File: src/rtl/tlb_flush_pkg.sv
package tlb_flush_pkg;
  // entry word field positions decoded by the scanner
  localparam int unsigned LO_VALID_BIT  = 3;
  localparam int unsigned LO_GLOBAL_BIT = 4;
endpackage

File: src/rtl/tlb_flush_walker.sv
module tlb_flush_walker #(
  parameter int unsigned NUM_ENT = 128,
  localparam int unsigned ENT_W  = $clog2(NUM_ENT)
) (
  input  logic             clk_i,
  input  logic             rst_ni,
  input  logic             start_i,
  input  logic             adv_i,
  output logic             launch_o,
  output logic             busy_o,
  output logic             done_o,
  output logic [ENT_W-1:0] ent_o
);
  logic             busy_q, done_q;
  logic [ENT_W-1:0] ent_q;
  logic             last;

  assign last     = ent_q == ENT_W'(NUM_ENT - 1);
  assign launch_o = start_i && !busy_q;

  always_ff @(posedge clk_i or negedge rst_ni) begin
    if (!rst_ni) begin
      busy_q <= 1'b0;
      done_q <= 1'b0;
      ent_q  <= '0;
    end else begin
      done_q <= busy_q && adv_i && last;
      if (launch_o) begin
        busy_q <= 1'b1;
        ent_q  <= '0;
      end else if (busy_q && adv_i) begin
        if (last) busy_q <= 1'b0;
        else      ent_q  <= ent_q + 1'b1;
      end
    end
  end

  assign busy_o = busy_q;
  assign done_o = done_q;
  assign ent_o  = ent_q;

  a_r9_done_single: assert property (@(posedge clk_i) disable iff (!rst_ni)
    done_q |=> !done_q);
  a_r9_done_at_end: assert property (@(posedge clk_i) disable iff (!rst_ni)
    $fell(busy_q) |-> done_q);
  a_r10_no_restart: assert property (@(posedge clk_i) disable iff (!rst_ni)
    busy_q && start_i && !last |=> busy_q && (ent_q == $past(ent_q) + ENT_W'($past(adv_i))));
endmodule

File: src/rtl/tlb_flush_match.sv
module tlb_flush_match #(
  parameter int unsigned WORD_W     = 32,
  parameter int unsigned PID_W      = 8,
  parameter int unsigned PAGE_SHIFT = 13
) (
  input  logic [WORD_W-1:0] lo_i,
  input  logic [WORD_W-1:0] hi_i,
  input  logic [PID_W-1:0]  pid_i,
  output logic              hit_o,
  output logic [WORD_W-1:0] addr_o
);
  import tlb_flush_pkg::*;

  assign hit_o  = lo_i[LO_VALID_BIT] && !lo_i[LO_GLOBAL_BIT] && (hi_i[PID_W-1:0] == pid_i);
  assign addr_o = {hi_i[WORD_W-1:PAGE_SHIFT], {PAGE_SHIFT{1'b0}}};

  logic unused_fields;
  assign unused_fields = ^{lo_i, hi_i[PAGE_SHIFT-1:PID_W]};
endmodule

File: src/rtl/tlb_flush_out.sv
module tlb_flush_out #(
  parameter int unsigned WORD_W     = 32,
  parameter int unsigned PAGE_SHIFT = 13
) (
  input  logic              clk_i,
  input  logic              rst_ni,
  input  logic              load_i,
  input  logic [WORD_W-1:0] addr_i,
  input  logic              ready_i,
  output logic              valid_o,
  output logic [WORD_W-1:0] addr_o
);
  logic              valid_q;
  logic [WORD_W-1:0] addr_q;

  always_ff @(posedge clk_i or negedge rst_ni) begin
    if (!rst_ni) begin
      valid_q <= 1'b0;
      addr_q  <= '0;
    end else if (load_i) begin
      valid_q <= 1'b1;
      addr_q  <= addr_i;
    end else if (valid_q && ready_i) begin
      valid_q <= 1'b0;
    end
  end

  assign valid_o = valid_q;
  assign addr_o  = addr_q;

  a_r8_hold: assert property (@(posedge clk_i) disable iff (!rst_ni)
    valid_q && !ready_i |=> valid_q && $stable(addr_q));
  a_r5_page_aligned: assert property (@(posedge clk_i) disable iff (!rst_ni)
    valid_q |-> addr_q[PAGE_SHIFT-1:0] == '0);
endmodule

File: src/rtl/tlb_flush_scanner.sv
module tlb_flush_scanner #(
  parameter int unsigned NUM_ARR    = 2,
  parameter int unsigned NUM_WAY    = 4,
  parameter int unsigned NUM_IDX    = 16,
  parameter int unsigned PID_W      = 8,
  parameter int unsigned WORD_W     = 32,
  parameter int unsigned PAGE_SHIFT = 13,
  localparam int unsigned ARR_W     = $clog2(NUM_ARR),
  localparam int unsigned WAY_W     = $clog2(NUM_WAY),
  localparam int unsigned IDX_W     = $clog2(NUM_IDX),
  localparam int unsigned NUM_ENT   = NUM_ARR * NUM_WAY * NUM_IDX,
  localparam int unsigned ENT_W     = ARR_W + WAY_W + IDX_W
) (
  input  logic              clk_i,
  input  logic              rst_ni,
  input  logic              start_i,
  input  logic [WORD_W-1:0] pid_i,
  output logic              busy_o,
  output logic              done_o,
  output logic [ARR_W-1:0]  rd_arr_o,
  output logic [WAY_W-1:0]  rd_way_o,
  output logic [IDX_W-1:0]  rd_idx_o,
  input  logic [WORD_W-1:0] rd_lo_i,
  input  logic [WORD_W-1:0] rd_hi_i,
  output logic              inv_valid_o,
  input  logic              inv_ready_i,
  output logic [WORD_W-1:0] inv_addr_o
);
  logic             launch, busy, adv, hit, load, stall;
  logic [ENT_W-1:0] ent;
  logic [PID_W-1:0] pid_q;
  logic [WORD_W-1:0] page_addr;

  // only the low tag bits take part in the match
  always_ff @(posedge clk_i or negedge rst_ni) begin
    if (!rst_ni)     pid_q <= '0;
    else if (launch) pid_q <= pid_i[PID_W-1:0];
  end

  tlb_flush_walker #(.NUM_ENT(NUM_ENT)) i_walker (
    .clk_i   (clk_i),
    .rst_ni  (rst_ni),
    .start_i (start_i),
    .adv_i   (adv),
    .launch_o(launch),
    .busy_o  (busy),
    .done_o  (done_o),
    .ent_o   (ent)
  );

  tlb_flush_match #(.WORD_W(WORD_W), .PID_W(PID_W), .PAGE_SHIFT(PAGE_SHIFT)) i_match (
    .lo_i  (rd_lo_i),
    .hi_i  (rd_hi_i),
    .pid_i (pid_q),
    .hit_o (hit),
    .addr_o(page_addr)
  );

  assign stall = hit && inv_valid_o && !inv_ready_i;
  assign adv   = !stall;
  assign load  = busy && hit && !stall;

  tlb_flush_out #(.WORD_W(WORD_W), .PAGE_SHIFT(PAGE_SHIFT)) i_out (
    .clk_i  (clk_i),
    .rst_ni (rst_ni),
    .load_i (load),
    .addr_i (page_addr),
    .ready_i(inv_ready_i),
    .valid_o(inv_valid_o),
    .addr_o (inv_addr_o)
  );

  assign busy_o   = busy;
  assign rd_idx_o = ent[IDX_W-1:0];
  assign rd_way_o = ent[IDX_W +: WAY_W];
  assign rd_arr_o = ent[IDX_W+WAY_W +: ARR_W];

  a_r7_stall_holds_addr: assert property (@(posedge clk_i) disable iff (!rst_ni)
    busy && hit && inv_valid_o && !inv_ready_i |=> $stable(ent));
  a_r6_walk_advances: assert property (@(posedge clk_i) disable iff (!rst_ni)
    busy && !hit && !launch && ent != ENT_W'(NUM_ENT - 1) |=> ent == $past(ent) + 1'b1);
  a_r10_pid_kept: assert property (@(posedge clk_i) disable iff (!rst_ni)
    busy |=> $stable(pid_q));
endmodule

File: config.mk
export PLATFORM = sky130hd
export DESIGN_NAME = tlb_flush_scanner
export DESIGN_NICKNAME = d
export VERILOG_FILES = /design/src/rtl/tlb_flush_pkg.sv /design/src/rtl/tlb_flush_walker.sv /design/src/rtl/tlb_flush_match.sv /design/src/rtl/tlb_flush_out.sv /design/src/rtl/tlb_flush_scanner.sv
export SDC_FILE = /design/constraint.sdc
export NUM_CORES = 1
export LEC_CHECK = 0
export ABC_AREA = 0
export BUFFER_PORTS_ARGS = -buffer_cell sky130_fd_sc_hd__buf_2
export CORE_UTILIZATION = 35
export DETAILED_ROUTE_END_ITERATION = 8
export PLACE_DENSITY_LB_ADDON = 0.05
export SLEW_MARGIN = 30
export SYNTH_ARGS = -nofsm -noshare
export SYNTH_HDL_FRONTEND = slang
export SYNTH_SLANG_ARGS = --single-unit
File: constraint.sdc
create_clock -name clk_i -period 2.9 [get_ports clk_i]
set_clock_uncertainty 0.2 [all_clocks]
set_input_delay 0.145 -clock clk_i [delete_from_list [all_inputs] [get_ports clk_i]]
set_output_delay 0.145 -clock clk_i [all_outputs]
set_load 0.02 [all_outputs]
# After elaboration in Yosys (flattened, before gate mapping)
# Cells that the tools add are included.
[classes] shifts=0 reduce_logical=19 mux=8 eq_ne=3 div=0 bitwise=0 add_sub_neg=1 multipliers=0 n_lt_le_gt_ge=0
[ops] cell="$mux 7" n=3
[ops] cell="$logic_and 1x1->1" n=10
[ops] cell="$eq 8x8->1" n=1
[ops] cell="$add 7x1->7 const B" n=1
[ops] cell="$eq 7x7->1 const B" n=1
[ops] cell="$reduce_bool 2->1" n=3
[ops] cell="$mux 1" n=5
[ops] cell="$logic_not 1->1" n=4
[ops] cell="$reduce_and 2->1" n=2
[ops] cell="$ne 2x1->1 const B" n=1
[totals] ff_bits=37 mem_bits_rw=0 inputBits=100 rom_bits=0 latch_bits=0 out_inout_bits=42 wordCells=37 n_memories=0

# Depth between registers and ports, before layout
# Gate-level depths: netlist of run 1.
[logic_depth] depth_word=9 depth_mapped=6 ltp_nobuf=6

# Hierarchy
# A second synthesis of run 1 with hierarchy kept.
[hier_totals] cells_unflattened=175 area_unflattened_um2=2481.1
[modules_own_cells] mod="tlb_flush_out" instances=1 seq_area_each_um2=825.8 cells_per_inst=71 area_each_um2=1377.6
[modules_own_cells] mod="tlb_flush_walker" instances=1 seq_area_each_um2=225.2 cells_per_inst=38 area_each_um2=411.6
[modules_own_cells] mod="tlb_flush_scanner" instances=1 seq_area_each_um2=200.2 cells_per_inst=21 area_each_um2=349.1
[modules_own_cells] mod="tlb_flush_match" instances=1 seq_area_each_um2=0.0 cells_per_inst=45 area_each_um2=342.8

# Least setup slack after synthesis of run 1
# Ideal clock, no wire load.
[synth_timing] kind="reg-to-reg" start="reg pid_q[5]" end="reg i_walker.ent_q[5] (netlist: i_walker.ent_o[5])" t_arrival_ns=1.701 period_less_slack_ns=2.001 setup_time_ns=0.099 required_time_ns=2.601 slack_ns=0.899 stages_incl_launch_ff=6 path_buffers=0 path_cell_list="dfrtp_1 xor2_1 or4b_4 nor4_4 nor2_2 a311oi_1"
[synth_via] elab_chain_cells=8
[synth_rtl] element="start, declared" line="tlb_flush_scanner.sv:31" text="logic [PID_W-1:0] pid_q;"
[synth_rtl] element="start signal, assigned" line="tlb_flush_scanner.sv:37" text="else if (launch) pid_q <= pid_i[PID_W-1:0];"
[synth_rtl] element="$eq 8x8->1" line="tlb_flush_match.sv:14" text="assign hit_o = lo_i[LO_VALID_BIT] && !lo_i[LO_GLOBAL_BIT] && (hi_i[PID_W-1:0] == pid_i);"
[synth_rtl] element="$logic_and 1x1->1" line="tlb_flush_match.sv:14"
[synth_rtl] element="$logic_and 1x1->1 (2 in series)" line="tlb_flush_scanner.sv:59" text="assign stall = hit && inv_valid_o && !inv_ready_i;"
[synth_rtl] element="$logic_not 1->1" line="tlb_flush_scanner.sv:60" text="assign adv = !stall;"
[synth_rtl] element="$logic_and 1x1->1" line="tlb_flush_walker.sv:31" text="end else if (busy_q && adv_i) begin"
[synth_rtl] element="$reduce_bool 2->1 (no line)"
[synth_rtl] element="$reduce_and 2->1 (no line)"
[synth_rtl] element="end signal, assigned" line="tlb_flush_walker.sv:33" text="else ent_q <= ent_q + 1'b1;"
[synth_rtl] element="end, declared" line="tlb_flush_walker.sv:15" text="logic [ENT_W-1:0] ent_q;"
# Every way passes these cells.
# A chain may end at the register's enable or synchronous reset.

# Worst setup path in the final report of run 1
# Same ends and word-level chain as after synthesis.

==> results.toml, run 1 <==
[setup_path]
required_ns = 2.89
worst_setup_path_end_kind = "flip-flop"
critical_path_arrival_ns = 2.13
critPathKind = "flip-flop to flip-flop"
worst-r2r-setup-slack_ns = 0.76
critical_path.startpoint_type = "flip-flop"
worstPathMaxFanout = 4

[cells_and_area]
numnets_final = 359
multi_input_comb_area_um2 = 752
nFillCells = 444
most-common-layout-cells = "69 x sky130_fd_sc_hd__buf_2, 37 x sky130_fd_sc_hd__dfrtp_1, 32 x sky130_fd_sc_hd__nand2_1, 29 x sky130_fd_sc_hd__dlygate4sd3_1, 19 x sky130_fd_sc_hd__mux2_2"
ff_latch_area_um2 = 926
drive_gt1_share_pct = 39.4
area_delta_synth_final_pct = 44.0
leading_cell_type_in_the_layout_fill_and_taps_excluded = "sky130_fd_sc_hd__buf_2"
antenna-diode-count = 0

[sta]
hold_viol_final = 0
setup_violations = 0
worst-slew-pin-transition_ns = 0.806
timing.slew.headroom_pct = 46.3
rsz0062_at_grt = "false"
max_freq_ghz = 0.467
min_period_over_period_pct = 73.8
totalNegativeSetupSlack_ns = 0
fin_crit_ns = 2.14
timing.final.max_slew_violations = 0

[routing]
postRouteWirelength_um = 3860
routedWlPerCell_um = 11.8
detail_route.first_pass.iterations = 4
ant_nets = 0
drtIter0Drc = 69
routed-via-count = 1467
drt_drc_violations_left = 0
drt-vias-per-instance = 4.50

[floorplan]
die_ht_um = 72.8
floorplan.io_pins = 142
floorplan.initialDensity_pct = 36.7
die-area_um2 = 5300
floorplan.core_area_um2 = 4790
fp.dieW_um = 72.8
rows = 25

[hold_path]
timing.hold.worst.class = "input pin to flip-flop"

[logic_synthesis]
synth_warnings = 0
synth_cell_type_count = 36
synth_largest_type_area_fraction_pct = 52.7
yosys-top-cells-area = "sky130_fd_sc_hd__dfrtp_1 53%, sky130_fd_sc_hd__mux2_2 12%, sky130_fd_sc_hd__nand2_1 6.8%"
synth-seq-cells = 37
async_reset_ff_share_pct = 100
post_synth_instance_area_um2 = 1760
synth_cells = 158
netlist.top_cell.by_area = "sky130_fd_sc_hd__dfrtp_1"
syn_avg_cell_area_um2 = 11.1
synth-edff-count = 0
ys.flop_type = "sky130_fd_sc_hd__dfrtp_1"
portion_of_the_post_synthesis_area_used_by_sequential_elements_pct = 52.7

[global_route]
grt_pass1_vias = 1410
antenna_found_initial = 0
grt_first_pass_wirelength_um = 6230
grt-ovfl-total = 0
global_route.usage.total_pct = 16.0
grt_start_max_net_pins = 38

[pwr]
power_per_cell_area_nw_per_um2 = 740
total_design_power_mw = 1.87
power_leakage_nw = 1.36
irDropWorstVdd_v = 0.000365

[clock_network]
cts_tree = "done"
worst_skew_pair.late_latency_ns = 0.29
cts_root_buf = "sky130_fd_sc_hd__clkbuf_8"
htree_num_levels = 2
tritoncts.num_buffers = 5
post_cts.repair.setup_buffers = 0
post_cts_resized = 0
post_cts_hold_buffer_count = 29
clkSinkCount = 37
path_clk_slew_ns = 0.07
clockBufferDepth = 2

[placement]
gpl.final_weighted_congestion = 0.828
dpl.hpwl_um = 2720
portBuffers = 69

[run]
drv_cap = 0

[run_status]
outcome = "finished clean"
==> synth_stat cells (2+ instances only) <==
cell type                   n
sky130_fd_sc_hd__and2_1     2
sky130_fd_sc_hd__and3_1     5
sky130_fd_sc_hd__and4_1     2
sky130_fd_sc_hd__buf_2      2
sky130_fd_sc_hd__buf_4     13
sky130_fd_sc_hd__clkbuf_1   2
sky130_fd_sc_hd__dfrtp_1   37
sky130_fd_sc_hd__mux2_2    19
sky130_fd_sc_hd__nand2_1   32
sky130_fd_sc_hd__nand3_1    7
sky130_fd_sc_hd__nor2_1     3
sky130_fd_sc_hd__nor2b_1    2
sky130_fd_sc_hd__nor4_1     2
sky130_fd_sc_hd__o21ai_0    2
sky130_fd_sc_hd__xnor2_1    5
sky130_fd_sc_hd__xor2_1     3
==> flip-flops by register name (all words and copies together) (netlist names) <==
signal and flops:
i_walker.done_o 1, pid_q 8, i_out.valid_o 1, i_walker.busy_o 1, i_walker.ent_o 7, i_out.addr_o 19
==> through the flow <==
stage	hold WS, ns	utilization, %	setup WS [ns]	area [um2]	std cells
after floorplan	-0.351	-	0.899	1800	170
after CTS	0.0531	52.8	0.732	2530	326
after detailed placement	0.0904	44.3	0.745	2120	289
after global routing	0.0612	52.8	0.632	2530	326
final	0.0572	52.8	0.760	2530	326
after global placement	0.0795	44.3	0.771	2120	289
==> per-layer routing <==
layer / wire length [um] / GRT usage (%)
met1: 1590 / 17.5
met2: 1980 / 28.7
met3: 224 / 5.25
met4: 54 / 5.88
met5: 0 / 0
==> worst paths after layout <==
check / from / endpoint / cells past startpoint
min in group asynchronous: rst_ni / i_out.addr_o[17]$_DFFE_PN0P_ / 2
worst max-delay path: pid_q[5]$_DFFE_PN0P_ / i_walker.ent_o[5]$_DFFE_PN0P_ / 5
worst max register to register: pid_q[5]$_DFFE_PN0P_ / i_walker.ent_o[5]$_DFFE_PN0P_ / 5
worst min register to register: pid_q[0]$_DFFE_PN0P_ / pid_q[0]$_DFFE_PN0P_ / 2
worst min-delay path: inv_ready_i / i_out.valid_o$_DFFE_PN0P_ / 3
max in group asynchronous: rst_ni / pid_q[5]$_DFFE_PN0P_ / 2
==> worst max-delay path: stages, from the launching register on <==
cell,delay (ns)
sky130_fd_sc_hd__dfrtp_1,0.39
sky130_fd_sc_hd__xor2_1,0.18
sky130_fd_sc_hd__or4b_4,0.56
sky130_fd_sc_hd__nor4_4,0.34
sky130_fd_sc_hd__nor2_2,0.10
sky130_fd_sc_hd__a311oi_1,0.28
==> cell type report <==
class	instances	share of cell area (%)
multi-input cells	114	29.7
flip-flops and latches	37	36.6
well taps	67	3.32
clock inverters	2	1.48
repair buffers	99	25.4
clock buffers	6	3.27
inverters	1	0.148
==> cell families (layout without fill, tap and decap cells) <==
| group | after synthesis | after routing | synth area share, % |
|---|---|---|---|
| AOI/OAI and AO/OA | 10 | 10 | 4.42 |
| buffers and inverters | 19 | 108 | 6.98 |
| adders and majority gates | 1 | 1 | 0.713 |
| xor gates and xnor gates | 8 | 8 | 3.99 |
| and+or+nand+nor | 62 | 62 | 18.2 |
| muxes | 20 | 20 | 12.8 |
| other | 1 | 13 | 0.214 |
| DFF | 37 | 37 | 52.7 |
==> power by group <==
part           switching, mW  total [mW]  internal [mW]
combinational          0.350       0.633          0.282
sequential             0.118       0.779          0.660
clock                  0.180       0.459          0.279
Note: power is estimated with default switching activity, not from simulation.
==> run 2: changes to the inputs <==
--- a/config.mk
+++ b/config.mk
@@ -5,7 +5,7 @@
 export SDC_FILE = /design/constraint.sdc
 export NUM_CORES = 1
 export LEC_CHECK = 0
-export ABC_AREA = 0
+export ABC_AREA = 1
 export BUFFER_PORTS_ARGS = -buffer_cell sky130_fd_sc_hd__buf_2
 export CORE_UTILIZATION = 35
 export DETAILED_ROUTE_END_ITERATION = 8
==> constraint.sdc (replaced) <==
create_clock -name clk_i -period 1.79 [get_ports clk_i]
set_clock_uncertainty 0.2 [all_clocks]
set_input_delay 0.0895 -clock clk_i [delete_from_list [all_inputs] [get_ports clk_i]]
set_output_delay 0.0895 -clock clk_i [all_outputs]
set_load 0.02 [all_outputs]
==> run 2 against run 1 <==
Die area increased by 3.5%; worst setup slack worse by 0.64 ns; first-iteration DRC count fell by 48%.
==> results.toml, run 2 <==
[logic_synthesis]
post_synth_instance_area_um2 = 1820
synth-xor-area-share_pct = 1.93
ys.flop_type = "sky130_fd_sc_hd__dfrtp_1"
synth_largest_type_area_fraction_pct = 50.9
yosys.area_share.adder_pct = 0.688
synth_warnings = 0
synth.top_cells.by_count = "63 x sky130_fd_sc_hd__nand2_1, 37 x sky130_fd_sc_hd__dfrtp_1, 36 x sky130_fd_sc_hd__inv_1, 15 x sky130_fd_sc_hd__o21ai_0, 14 x sky130_fd_sc_hd__nor2_1"
synth_cells = 224
synth-simple-area-share_pct = 23.6
synth_cell_type_count = 27
leading_cell_type_by_number_of_instances_after_synthesis = "sky130_fd_sc_hd__nand2_1"
async_reset_ff_share_pct = 100
syn_avg_cell_area_um2 = 8.12
synth.mux.area_fraction_pct = 0
synth-seq-cells = 37
synth-edff-count = 0
portion_of_the_post_synthesis_area_used_by_sequential_elements_pct = 50.9
synth_top_family_by_area = "simple AND/OR/NAND/NOR gates"
netlist.top_cell.by_area = "sky130_fd_sc_hd__dfrtp_1"
yosys-top-cells-area = "sky130_fd_sc_hd__dfrtp_1 51%, sky130_fd_sc_hd__nand2_1 13%, sky130_fd_sc_hd__inv_1 7.4%"
complex_gate_fraction_of_the_synthesized_area_pct = 7.50

[routing]
routed-via-count = 1609
detail_route.first_pass.iterations = 4
postRouteWirelength_um = 3960
ant_nets = 0
routedWlPerCell_um = 9.87
drt_drc_violations_left = 0
drtIter0Drc = 36
drt-vias-per-instance = 4.01

[cells_and_area]
antenna-diode-count = 0
most-common-layout-cells = "69 x sky130_fd_sc_hd__buf_2, 63 x sky130_fd_sc_hd__nand2_1, 36 x sky130_fd_sc_hd__inv_1, 36 x sky130_fd_sc_hd__dfrtp_1, 30 x sky130_fd_sc_hd__dlygate4sd3_1"
utilization_pct = 55.5
largest_register_ff_count = 19
area_delta_synth_final_pct = 47.8
numnets_final = 434
leading_cell_type_in_the_layout_fill_and_taps_excluded = "sky130_fd_sc_hd__buf_2"
drive_gt1_share_pct = 28.7

[sta]
worst_slack_ns = 0.124
hold_viol_final = 0
setup_violations = 0
fin_crit_ns = 1.67
timing.final.max_slew_violations = 0
max_freq_ghz = 0.600
min_period_over_period_pct = 93.1

[floorplan]
floorplan.initialDensity_pct = 37.5
die_ht_um = 74.1
rows = 25
die-area_um2 = 5490
floorplan.core_area_um2 = 4850
floorplan.io_pins = 142
fp.dieW_um = 74.1

[global_route]
antenna_found_initial = 0
global_route.usage.total_pct = 15.9
grt-ovfl-total = 0
grt_start_max_net_pins = 40
grt_pass1_vias = 1573
grt_first_pass_wirelength_um = 6560

[setup_path]
worstPathMaxFanout = 7
r2r_end = "i_walker.ent_o[2]$_DFFE_PN0P_"
cp-startpoint = "pid_q[6]$_DFFE_PN0P_"
critPathKind = "flip-flop to flip-flop"
worst_setup_path_end_kind = "flip-flop"
worstRegToRegCells = 8
required_ns = 1.78
critical_path.startpoint_type = "flip-flop"
crit-reg2reg-launch = "pid_q[6]$_DFFE_PN0P_"
worst-r2r-setup-slack_ns = 0.12
critPathCapture = "i_walker.ent_o[2]$_DFFE_PN0P_"
critical_path_arrival_ns = 1.65

[pwr]
pwr-share-seq_pct = 38.8
internal_power_consumption_mw = 2.08
total_design_power_mw = 3.25
power_frac_comb_pct = 38.1
power_per_cell_area_nw_per_um2 = 1210
irDropWorstVdd_v = 0.000582
swShare_pct = 35.9
power_leakage_nw = 1.51
power.net_switching_mw = 1.17
power.share.clock_pct = 23.1

[clock_network]
cts_tree = "done"
clockBufferDepth = 2
path_clk_slew_ns = 0.08
worst_skew_pair.late_latency_ns = 0.29
cts_root_buf = "sky130_fd_sc_hd__clkbuf_8"
tritoncts.num_buffers = 5
post_cts.repair.setup_buffers = 0
clkSinkCount = 37
htree_num_levels = 2

[run_status]
outcome = "finished clean"

[placement]
gpl.final_weighted_congestion = 0.712
dpl.hpwl_um = 2640
portBuffers = 69
detailedPlace.worstSlack_ns = 0.0611

[run]
drv_cap = 0

[hold_path]
timing.hold.worst.class = "input pin to asynchronous set/reset pin"
==> run 2: area by class of cell <==
type	instances	area [um2]
clock inverters	1	30.0
flip-flops and latches	37	927
clock buffers	7	86.3
multi-input cells	143	677
repair buffers	109	746
inverters	37	139
well taps	67	83.8
fillers	453	2160
==> run 2: worst min path at each step <==
stage	startpoint	end	slack, ns
final	rst_ni	pid_q[6]$_DFFE_PN0P_	0.07
after global routing	rst_ni	pid_q[6]$_DFFE_PN0P_	0.13
after CTS	rst_ni	i_walker.busy_o$_DFFE_PN0P_	0.08
after detailed placement	rst_ni	pid_q[3]$_DFFE_PN0P_	-0.13
after global placement	rst_ni	pid_q[3]$_DFFE_PN0P_	-0.13
after floorplan	rst_ni	i_out.addr_o[13]$_DFFE_PN0P_	-0.41
==> run 2: logic make-up after synthesis <==
logic type	Yosys count
other cells	1
xor+xnor	4
fa+ha+maj	1
compound gates	27
buf+inv	56
simple gates	98
flops	37
==> run 2: what timing repair did <==
action,4_1_cts,5_1_grt
resized for setup,0,4
endpoints found under the setup margin,0,6
endpoints found under the hold margin,66,0
hold buffers,30,0
==> run 2: worst max-delay path: stages, from the launching register on <==
cell                      delay (ns)
sky130_fd_sc_hd__dfrtp_1        0.40
sky130_fd_sc_hd__xnor2_1        0.16
sky130_fd_sc_hd__nand3_1        0.10
sky130_fd_sc_hd__nor2_2         0.14
sky130_fd_sc_hd__nand3_1        0.18
sky130_fd_sc_hd__nand3_4        0.18
sky130_fd_sc_hd__nand2_4        0.08
sky130_fd_sc_hd__nand2_1        0.07
sky130_fd_sc_hd__nand2_1        0.05
==> run 2: through the flow <==
| stage | hold WS, ns | instance area (um2) | setup TNS [ns] | cells |
|---|---|---|---|---|
| after CTS | 0.0805 | 2670 | 0 | 401 |
| after global routing | 0.131 | 2690 | -0.00565 | 401 |
| after detailed placement | -0.132 | 2260 | 0 | 363 |
| final | 0.0668 | 2690 | 0 | 401 |
| after global placement | -0.129 | 2260 | 0 | 363 |
| after floorplan | -0.406 | 1870 | 0 | 236 |
==> run 2: power groups by stage <==
stage	combinational, mW	clock, mW	sequential [mW]
after floorplan	0.558	0	1.50
after global placement	1.17	0	1.27
after detailed placement	1.19	0	1.27
after CTS	1.24	0.778	1.26
after global routing	1.40	0.817	1.30
final	1.24	0.751	1.26
==> run 2: per-layer routing <==
metal	track usage (%)	routed length, um
met1	18.5	1830
met4	6.41	57
met2	28.2	1860
met5	0	0
met3	3.79	211
==> run 3: changes to the inputs <==
--- a/config.mk
+++ b/config.mk
@@ -7,7 +7,9 @@
 export LEC_CHECK = 0
 export ABC_AREA = 1
 export BUFFER_PORTS_ARGS = -buffer_cell sky130_fd_sc_hd__buf_2
-export CORE_UTILIZATION = 35
+export CAP_MARGIN = 25
+export CORE_UTILIZATION = 36
+export CTS_CLUSTER_SIZE = 40
 export DETAILED_ROUTE_END_ITERATION = 8
 export PLACE_DENSITY_LB_ADDON = 0.05
 export SLEW_MARGIN = 30
==> run 3 against run 2 <==
Cell count up 0.25%; worst setup slack better by 0.015 ns; core utilization up 0.75 points; design area about the same; via count up 0.44%; die area down 2.7%; clock-buffer cell count down 1; maximum frequency up 0.89%; sequential share of layout area about the same; global-route usage up 0.60 points; sequential cell count unchanged; largest cell class unchanged; highest routed layer unchanged.
==> results.toml, run 3 (synthesis gave the netlist of run 2 again) <==
[cells_and_area]
multi_input_comb_area_um2 = 688
most-common-layout-cells = "69 x sky130_fd_sc_hd__buf_2, 62 x sky130_fd_sc_hd__nand2_1, 36 x sky130_fd_sc_hd__inv_1, 36 x sky130_fd_sc_hd__dfrtp_1, 30 x sky130_fd_sc_hd__dlygate4sd3_1"
numnets_final = 435
nFillCells = 481
ff_latch_area_um2 = 927
antenna-diode-count = 0
leading_cell_type_in_the_layout_fill_and_taps_excluded = "sky130_fd_sc_hd__buf_2"
utilization_pct = 56.2
area_delta_synth_final_pct = 47.9
drive_gt1_share_pct = 29.9
largest_register_ff_count = 19

[placement]
dpl.hpwl_um = 2710
portBuffers = 69
gpl.final_weighted_congestion = 0.665

[routing]
ant_nets = 0
drt-vias-per-instance = 4.02
detail_route.first_pass.iterations = 4
routed-via-count = 1616
drt_drc_violations_left = 0
postRouteWirelength_um = 4110
routedWlPerCell_um = 10.2
drtIter0Drc = 68

[sta]
min_period_over_period_pct = 92.3
hold_viol_final = 0
max_freq_ghz = 0.605
totalNegativeSetupSlack_ns = 0
timing.final.max_slew_violations = 0
setup_violations = 0
fin_crit_ns = 1.65
rsz0062_at_grt = "true"
finalHoldWorstSlack_ns = 0.0245

[clock_network]
clockBufferDepth = 2
cts_tree = "done"
path_clk_slew_ns = 0.08
clkSinkCount = 37
tritoncts.num_buffers = 5
worst_skew_pair.late_latency_ns = 0.29
cts_root_buf = "sky130_fd_sc_hd__clkbuf_8"
htree_num_levels = 2

[pwr]
internal_power_consumption_mw = 2.05
power.net_switching_mw = 1.19
power_leakage_nw = 1.51
pwr-share-seq_pct = 39.1
power_frac_comb_pct = 38.3
power.share.clock_pct = 22.6
swShare_pct = 36.7
power_per_cell_area_nw_per_um2 = 1200
irDropWorstVdd_v = 0.000501
total_design_power_mw = 3.24

[floorplan]
floorplan.initialDensity_pct = 38.0
rows = 25
fp.dieW_um = 73.1
floorplan.core_area_um2 = 4790
die_ht_um = 73.1
floorplan.io_pins = 142
die-area_um2 = 5340

[global_route]
grt-ovfl-total = 0
grt_start_max_net_pins = 40
antenna_found_initial = 0
grt_first_pass_wirelength_um = 6590
grt_pass1_vias = 1510
global_route.usage.total_pct = 16.5

[setup_path]
worstPathMaxFanout = 9
worst_setup_path_end_kind = "flip-flop"
critical_path_arrival_ns = 1.69
critPathKind = "flip-flop to flip-flop"
critical_path.startpoint_type = "flip-flop"
required_ns = 1.83

[run]
drv_cap = 0

[hold_path]
timing.hold.worst.class = "input pin to asynchronous set/reset pin"

[run_status]
outcome = "finished clean"
## run 3: cell count changes in the layout (fill, tap and decap cells not counted)
cell,before,now
sky130_fd_sc_hd__o22ai_1,1,0
sky130_fd_sc_hd__buf_4,8,10
sky130_fd_sc_hd__clkinv_4,0,1
sky130_fd_sc_hd__ha_2,0,1
sky130_fd_sc_hd__clkbuf_8,6,5
sky130_fd_sc_hd__nand2_2,0,1
sky130_fd_sc_hd__buf_12,2,1
sky130_fd_sc_hd__nand2_1,63,62
sky130_fd_sc_hd__ha_1,1,0
sky130_fd_sc_hd__o22ai_2,0,1
## run 3: per-layer routing
layer / vias up / routed length, um / global-route usage [%]
li1: 872 / - / -
met1: 681 / 1930 / 21.4
met2: 57 / 1900 / 26.3
met3: 6 / 224 / 4.42
met4: 0 / 59 / 6.54
met5: - / 0 / 0
## run 3: final timing paths
| check | startpoint | to | slack (ns) | cells past startpoint |
|---|---|---|---|---|
| max | i_walker.busy_o$_DFFE_PN0P_ | i_walker.ent_o[2]$_DFFE_PN0P_ | 0.14 | 5 |
| min | rst_ni | i_walker.ent_o[3]$_DFFE_PN0P_ | 0.02 | 2 |
| max reg2reg | i_walker.busy_o$_DFFE_PN0P_ | i_walker.ent_o[2]$_DFFE_PN0P_ | 0.14 | 5 |
| min reg2reg | i_out.addr_o[17]$_DFFE_PN0P_ | i_out.addr_o[17]$_DFFE_PN0P_ | 0.28 | 2 |
| max in group asynchronous | rst_ni | i_out.addr_o[30]$_DFFE_PN0P_ | 0.85 | 3 |
| min in group clk_i | rd_lo_i[4] | i_out.valid_o$_DFFE_PN0P_ | 0.23 | 7 |
## run 3: critical path, stage by stage, from the launching register on
cell and delay, ns:
sky130_fd_sc_hd__dfrtp_1 0.50, sky130_fd_sc_hd__nor2_1 0.24, sky130_fd_sc_hd__clkinv_1 0.33, sky130_fd_sc_hd__nand2_4 0.20, sky130_fd_sc_hd__nand2_1 0.07, sky130_fd_sc_hd__nand2_1 0.06
## run 3: final cells by class
| cell class | instances | share of cell area, % |
|---|---|---|
| repair buffers | 110 | 27.5 |
| multi-input cells | 143 | 25.6 |
| flip-flops and latches | 37 | 34.5 |
| clock inverters | 2 | 1.44 |
| clock buffers | 6 | 2.70 |
| well taps | 67 | 3.12 |
| inverters | 37 | 5.16 |
## run 3: metrics by stage
step                area, um2  instances  worst slack, ns
floorplan                1870        236         0.000306
CTS                      2660        402           0.0171
finish                   2690        402            0.138
global placement         2250        364           0.0468
global route             2690        402          -0.0223
detailed placement       2250        364           0.0384
## run 3: what timing repair did
| action | 4_1_cts | 5_1_grt |
|---|---|---|
| hold buffers | 30 | 0 |
| setup endpoints to repair | 0 | 10 |
| resized for setup | 0 | 7 |
| setup buffers | 0 | 0 |
| hold endpoints to repair | 67 | 0 |
## run 3: power by group through the flow
stage	Sequential [mW]	Combinational, mW	Clock [mW]
final	1.27	1.24	0.732
after global routing	1.31	1.41	0.790
after CTS	1.27	1.24	0.751
after floorplan	1.50	0.558	0
after global placement	1.27	1.17	0
after detailed placement	1.28	1.18	0
